==> src/rtl/fsv_pkg.sv <==
`timescale 1ns/1ps
package fsv_pkg;

    typedef enum logic [1:0] {
        ST_UVLO  = 2'd0,
        ST_RUN   = 2'd1,
        ST_LATCH = 2'd2,
        ST_CLEAR = 2'd3
    } fsv_state_t;

endpackage

==> src/rtl/fsv_trip_qual.sv <==
`timescale 1ns/1ps
module fsv_trip_qual #(
    parameter int BLANK_CYC   = 100,
    parameter int NGATE       = 6,
    parameter int SYNC_STAGES = 2
) (
    input  logic             clk,
    input  logic             rst_n,
    input  logic             trip_in,
    input  logic [NGATE-1:0] gate_fb,
    output logic             trip_sync,
    output logic             trip_ok,
    output logic             blanking
);

    localparam int BW = $clog2(BLANK_CYC + 1);
    localparam logic [BW-1:0] BLANK_LOAD = BW'(BLANK_CYC);

    logic [SYNC_STAGES-1:0] sync_q;
    logic [NGATE-1:0]       gate_q;
    logic [BW-1:0]          blank_cnt;
    logic                   gate_chg;

    // metastability chain for the asynchronous comparator bit
    always_ff @(posedge clk) begin
        if (!rst_n) begin
            sync_q <= '0;
        end else begin
            sync_q <= {sync_q[SYNC_STAGES-2:0], trip_in};
        end
    end

    assign trip_sync = sync_q[SYNC_STAGES-1];

    always_ff @(posedge clk) begin
        if (!rst_n) begin
            gate_q <= '0;
        end else begin
            gate_q <= gate_fb;
        end
    end

    assign gate_chg = |(gate_fb ^ gate_q);

    // window reloads on every gate edge, counts down otherwise
    always_ff @(posedge clk) begin
        if (!rst_n) begin
            blank_cnt <= '0;
        end else if (gate_chg) begin
            blank_cnt <= BLANK_LOAD;
        end else if (blank_cnt != '0) begin
            blank_cnt <= blank_cnt - 1'b1;
        end
    end

    assign blanking = gate_chg || (blank_cnt != '0);
    assign trip_ok  = trip_sync && !blanking;

    // a qualified trip always stems from the pin two edges earlier
    p_trip_origin_r3: assert property (@(posedge clk) disable iff (!rst_n)
        trip_ok |-> $past(trip_in, 2));

    // a gate edge leaves the window open on the following cycle
    p_window_open_r4: assert property (@(posedge clk) disable iff (!rst_n)
        gate_chg |=> !trip_ok);

endmodule

==> src/rtl/fsv_clear_timer.sv <==
`timescale 1ns/1ps
module fsv_clear_timer #(
    parameter int CLR_CYC = 2125,
    parameter int LEGS    = 3,
    parameter bit CLR_HS  = 1'b0
) (
    input  logic            clk,
    input  logic            rst_n,
    input  logic            arm,
    input  logic [LEGS-1:0] cmd_lo,
    input  logic [LEGS-1:0] cmd_hi,
    output logic            idle,
    output logic            done
);

    localparam int CW = $clog2(CLR_CYC + 1);
    localparam logic [CW-1:0] CNT_END = CW'(CLR_CYC);

    logic          lo_quiet;
    logic          hs_quiet;
    logic [CW-1:0] cnt;

    assign lo_quiet = ~|cmd_lo;
    assign hs_quiet = ~|cmd_hi;
    // build parameter selects whether high-side commands gate the clear
    assign idle     = lo_quiet && (hs_quiet || !CLR_HS);

    always_ff @(posedge clk) begin
        if (!rst_n) begin
            cnt <= '0;
        end else if (arm && idle) begin
            if (cnt != CNT_END) begin
                cnt <= cnt + 1'b1;
            end
        end else begin
            cnt <= '0;
        end
    end

    assign done = (cnt == CNT_END);

    p_cnt_bound_r6: assert property (@(posedge clk) disable iff (!rst_n)
        cnt <= CNT_END);

    // an active command observed while armed leaves the count at zero
    p_restart_r5: assert property (@(posedge clk) disable iff (!rst_n)
        (arm && !lo_quiet) |=> !done);

endmodule

==> src/rtl/fsv_fault_fsm.sv <==
`timescale 1ns/1ps
module fsv_fault_fsm
    import fsv_pkg::*;
(
    input  logic       clk,
    input  logic       rst_n,
    input  logic       lv_uv,
    input  logic       trip_ok,
    input  logic       trip_sync,
    input  logic       idle,
    input  logic       done,
    output fsv_state_t state,
    output logic       shutdown,
    output logic       fault_n
);

    fsv_state_t nxt;

    // state register
    always_ff @(posedge clk) begin
        if (!rst_n) begin
            state <= ST_UVLO;
        end else begin
            state <= nxt;
        end
    end

    // transitions; low-side undervoltage has top priority
    always_comb begin
        nxt = state;
        unique case (state)
            ST_UVLO: begin
                if (!lv_uv) nxt = ST_LATCH;               // supply-good
            end
            ST_RUN: begin
                if (lv_uv)        nxt = ST_UVLO;
                else if (trip_ok) nxt = ST_LATCH;         // trip
            end
            ST_LATCH: begin
                if (lv_uv)                      nxt = ST_UVLO;
                else if (idle && !trip_sync)    nxt = ST_CLEAR;   // quiet
            end
            ST_CLEAR: begin
                if (lv_uv)                      nxt = ST_UVLO;
                else if (trip_sync || trip_ok)  nxt = ST_LATCH;   // retrip
                else if (!idle)                 nxt = ST_LATCH;   // command-active
                else if (done)                  nxt = ST_RUN;     // timer-expired
            end
            default: nxt = ST_UVLO;
        endcase
    end

    // outputs
    always_comb begin
        shutdown = 1'b1;
        fault_n  = 1'b0;
        unique case (state)
            ST_RUN: begin
                shutdown = 1'b0;
                fault_n  = 1'b1;
            end
            ST_UVLO, ST_LATCH, ST_CLEAR: begin
                shutdown = 1'b1;
                fault_n  = 1'b0;
            end
            default: begin
                shutdown = 1'b1;
                fault_n  = 1'b0;
            end
        endcase
    end

    p_uv_forces_fault_r2: assert property (@(posedge clk) disable iff (!rst_n)
        lv_uv |=> (!fault_n && shutdown));

    p_trip_shuts_r3: assert property (@(posedge clk) disable iff (!rst_n)
        (state == ST_RUN && trip_ok) |=> shutdown);

    p_no_release_r5: assert property (@(posedge clk) disable iff (!rst_n)
        (state == ST_CLEAR && (trip_ok || !idle)) |=> state != ST_RUN);

    p_release_needs_timer_r6: assert property (@(posedge clk) disable iff (!rst_n)
        $rose(fault_n) |-> ($past(done) && $past(idle)));

endmodule

==> src/rtl/fault_supervisor.sv <==
`timescale 1ns/1ps
module fault_supervisor
    import fsv_pkg::*;
#(
    parameter int BLANK_CYC = 100,
    parameter int CLR_CYC   = 2125,
    parameter int LEGS      = 3,
    parameter bit CLR_HS    = 1'b0
) (
    input  logic              clk,
    input  logic              rst_n,
    input  logic              trip_in,
    input  logic              lv_uv,
    input  logic [LEGS-1:0]   hs_uv,
    input  logic [LEGS-1:0]   cmd_hi,
    input  logic [LEGS-1:0]   cmd_lo,
    input  logic [2*LEGS-1:0] gate_fb,
    output logic              shutdown,
    output logic              fault_n,
    output logic [LEGS-1:0]   hs_off
);

    localparam int NGATE = 2 * LEGS;

    logic       trip_sync;
    logic       trip_ok;
    logic       blanking;
    logic       idle;
    logic       done;
    fsv_state_t st;

    fsv_trip_qual #(
        .BLANK_CYC   (BLANK_CYC),
        .NGATE       (NGATE),
        .SYNC_STAGES (2)
    ) u_qual (
        .clk       (clk),
        .rst_n     (rst_n),
        .trip_in   (trip_in),
        .gate_fb   (gate_fb),
        .trip_sync (trip_sync),
        .trip_ok   (trip_ok),
        .blanking  (blanking)
    );

    fsv_clear_timer #(
        .CLR_CYC (CLR_CYC),
        .LEGS    (LEGS),
        .CLR_HS  (CLR_HS)
    ) u_timer (
        .clk    (clk),
        .rst_n  (rst_n),
        .arm    (st == ST_CLEAR),
        .cmd_lo (cmd_lo),
        .cmd_hi (cmd_hi),
        .idle   (idle),
        .done   (done)
    );

    fsv_fault_fsm u_fsm (
        .clk       (clk),
        .rst_n     (rst_n),
        .lv_uv     (lv_uv),
        .trip_ok   (trip_ok),
        .trip_sync (trip_sync),
        .idle      (idle),
        .done      (done),
        .state     (st),
        .shutdown  (shutdown),
        .fault_n   (fault_n)
    );

    // per-leg high-side disable from global shutdown or own supply
    for (genvar i = 0; i < LEGS; i++) begin : g_leg
        assign hs_off[i] = shutdown | hs_uv[i];
    end

    p_blank_masks_r4: assert property (@(posedge clk) disable iff (!rst_n)
        (st == ST_RUN && blanking && !lv_uv) |=> st == ST_RUN);

    p_hs_iso_r8: assert property (@(posedge clk) disable iff (!rst_n)
        !shutdown |-> (hs_off == hs_uv));

    p_all_off_r3: assert property (@(posedge clk) disable iff (!rst_n)
        shutdown |-> (&hs_off && !fault_n));

    p_reset_state_r1: assert property (@(posedge clk)
        !rst_n |=> (shutdown && !fault_n));

endmodule

==> config.mk <==
export PLATFORM = sky130hd
export DESIGN_NAME = fault_supervisor
export DESIGN_NICKNAME = d
export VERILOG_FILES = /design/src/rtl/fsv_pkg.sv /design/src/rtl/fsv_trip_qual.sv /design/src/rtl/fsv_clear_timer.sv /design/src/rtl/fsv_fault_fsm.sv /design/src/rtl/fault_supervisor.sv
export SDC_FILE = /design/constraint.sdc
export NUM_CORES = 1
export LEC_CHECK = 0
export ABC_AREA = 1
export BUFFER_PORTS_ARGS = -buffer_cell sky130_fd_sc_hd__buf_2
export CAP_MARGIN = 5
export CORE_MARGIN = 2
export CORE_UTILIZATION = 45
export CTS_BUF_LIST = sky130_fd_sc_hd__clkbuf_8
export CTS_CLUSTER_SIZE = 10
export DETAILED_ROUTE_END_ITERATION = 8
export PLACE_DENSITY = 0.68
export SYNTH_ARGS = -nofsm -noshare
export SYNTH_HDL_FRONTEND = slang
export SYNTH_HIERARCHICAL = 1
export SYNTH_SLANG_ARGS = --single-unit
==> constraint.sdc <==
create_clock -name clk -period 3.6 [get_ports clk]
set_input_delay 0.36 -clock clk [delete_from_list [all_inputs] [get_ports clk]]
set_output_delay 0.36 -clock clk [all_outputs]
set_load 0.02 [all_outputs]
==> flow_metrics.py <==
metrics = {
    "clocking": {
        "cts.path.max_buffers": 2,
        "cts_inserted_buffers": 5,
        "cts.htree.levels": 2,
        "cts_resized": 0,
        "clkLatencyLatePin_ps": 280,
        "postCtsHoldBufs": 0,
        "cts_root_buf": "clkbuf_8",
        "cts_sinks": 29,
        "postCtsSetupBuffers": 0,
        "clk_pin_slew_ps": 60,
        "cts_tree": "built",
    },
    "sta": {
        "holdWs_ps": 273,
        "rsz0062_at_grt": "false",
        "period_share_pct": 48.6,
        "setup_viol": 0,
        "fin_tns_setup_ps": 0,
        "drv_slew": 0,
        "fmax_ghz": 0.571,
        "finalHoldViolCount": 0,
        "post-route-min-period_ps": 1750,
        "slew_headroom_pct": 80.9,
        "fin_worst_skew_ps": 4.07,
        "tightest_slew_ps": 285,
    },
    "floorplan": {
        "dieArea_mm2": 0.00428,
        "fp.dieW_um": 65.4,
        "core_mm2": 0.00363,
        "rows": 22,
        "dieHeight_um": 65.4,
        "start_util_pct": 46.8,
        "pin_count": 24,
    },
    "worst_setup_path": {
        "critPathCaptureType": "flip-flop",
        "crit_start": "u_qual/blank_cnt[0]",
        "arrival_ps": 1910,
        "cp.required_ps": 3760,
        "reg2reg_from": "u_qual/blank_cnt[0]",
        "critical_path.max_fanout": 5,
        "critPathKind": "flip-flop to flip-flop",
        "critPathLaunchType": "flip-flop",
        "rr_worst_depth": 13,
    },
    "global_routing": {
        "grt_pass1_wl_um": 5270,
        "first_global_vias": 1311,
        "grtUsageTotal_pct": 16.0,
        "grt_max_degree": 14,
        "grt_antenna_before_repair": 0,
        "overflow": 0,
    },
    "routing": {
        "via_per_inst": 4.44,
        "detail_route.first_pass.iterations": 5,
        "vias": 1515,
        "wl_um": 2910,
        "drc": 0,
        "wl_per_cell_um": 8.53,
        "ant_nets": 0,
        "drt_iter0_drc": 82,
    },
    "finish": {
        "syn_to_final_growth_pct": 15.1,
        "final_cell_mix": "nand2_1 (75), inv_1 (50), nor2_1 (33)",
        "final_common_cell": "nand2_1",
        "num_antenna_cells": 0,
        "num-nets-final": 314,
        "design_area_mm2": 0.00196,
        "drive_gt1_share_pct": 19.5,
    },
    "logic_synthesis": {
        "syn_area_per_cell_um2": 6.39,
        "ys_seq_area_share_pct": 34.2,
        "synth_cell_types": 23,
        "syn_inst": 266,
        "synth.yosys.warnings": 6,
        "syn_nets": 288,
        "ys_seq_elements": 29,
        "synth_area_mm2": 0.00170,
    },
    "placed_design": {
        "gp_congestion": 0.863,
        "placed_cell_area_mm2": 0.00185,
        "portBuffers": 20,
        "dpl.hpwl_um": 2250,
    },
    "pwr": {
        "power_density_mw_per_mm2": 366,
        "peakVddDrop_v": 0.000162,
        "p_leak_nw": 0.947,
    },
    "min_path": {
        "hold_depth": 3,
        "min_path_type": "input pin to flip-flop",
        "holdCritStartpoint": "trip_in",
    },
    "run_status": {
        "outcome": "finished clean",
    },
    "job": {
        "cap_violations": 0,
    },
}
==> layout make-up <==
class,instances,area (um^2)
clock buffer,7,96.3
sequential,29,581
multi-input combinational,177,892
tap,48,60.1
fill,385,1680
clock inverter,1,5.00
timing repair buffer,20,100
inverter,59,221
==> registers in the layout (all words and copies together), names as in the netlist <==
register,flops
u_fsm/state,2
u_qual/blank_cnt,7
u_qual/gate_q,6
u_timer/cnt,12
u_qual/sync_q,2
==> final timing paths <==
path / endpoint / slack [ps]
worst max-delay path: u_fsm/state[1] / 1850
worst max register to register: u_fsm/state[1] / 1850
worst min-delay path: u_qual/sync_q[0] / 270
worst min register to register: u_qual/sync_q[1] / 410
==> worst max-delay path, cell delays in order (launching register included) <==
cell,delay [ps]
dfxtp_1,320
inv_1,100
ha_1,240
nand3_4,110
nor2_4,190
nand2_2,70
nor2_2,90
inv_1,40
nand2_1,70
nand2_1,50
nand2_1,80
nand2_1,50
nor2_1,140
a21oi_1,80
==> stage by stage <==
step	power, mW	instances	util (%)	setup slack (ps)
CTS	0.729	341	53.8	1840
global placement	0.433	333	51.0	1840
global route	0.762	341	53.8	1690
finish	0.716	341	53.8	1850
detailed placement	0.434	333	51.0	1840
floorplan	0.409	266	-	2000
==> cell families (layout without fill, tap and decap cells) <==
group / Yosys count / after routing / share of synthesized area (%)
adder cells (fa/ha/maj): 3 / 3 / 2.21
AND/OR/NAND/NOR: 151 / 151 / 42.0
AO/OA/AOI/OAI: 16 / 16 / 4.71
flip-flops: 29 / 29 / 34.2
buffers and inverters: 60 / 87 / 13.3
XOR/XNOR: 7 / 7 / 3.61
==> layer usage <==
metal | routed length, um | track usage [%] | share of wire [%] | vias up
met5 | 0 | 0 | 0 | -
met4 | 65 | 8.59 | 2.2 | 0
met3 | 124 | 4.28 | 4.3 | 8
met2 | 1350 | 26.0 | 46 | 22
met1 | 1370 | 19.0 | 47 | 638
li1 | - | - | - | 847
==> synth_stat cells <==
cell	n	share of area, %
nor3_2	2	1.2
nand2_1	75	17
nand3_4	1	1.0
nor2_2	4	1.5
o21ai_1	1	0.29
nand2_2	5	1.8
a21oi_1	12	3.5
ha_1	3	2.2
xnor2_1	2	1.0
nand4_1	4	1.5
nand3_1	17	5.0
inv_2	8	1.8
or2_0	1	0.37
clkinv_1	1	0.22
nor2_4	5	3.3
o21ai_0	3	0.88
buf_2	1	0.29
nand3_2	3	1.8
xor2_1	5	2.6
nand2_4	1	0.66
inv_1	50	11
nor2_1	33	7.3
dfxtp_1	29	34
==> power breakdown <==
part	internal, mW	switching (mW)	leakage, nW	total, mW
registers	0.332	0.0101	0.237	0.342
logic	0.0331	0.0514	0.655	0.0845
clock network	0.172	0.117	0.0542	0.289
total	0.537	0.179	0.947	0.716
Power figures use the tool's default switching activity.
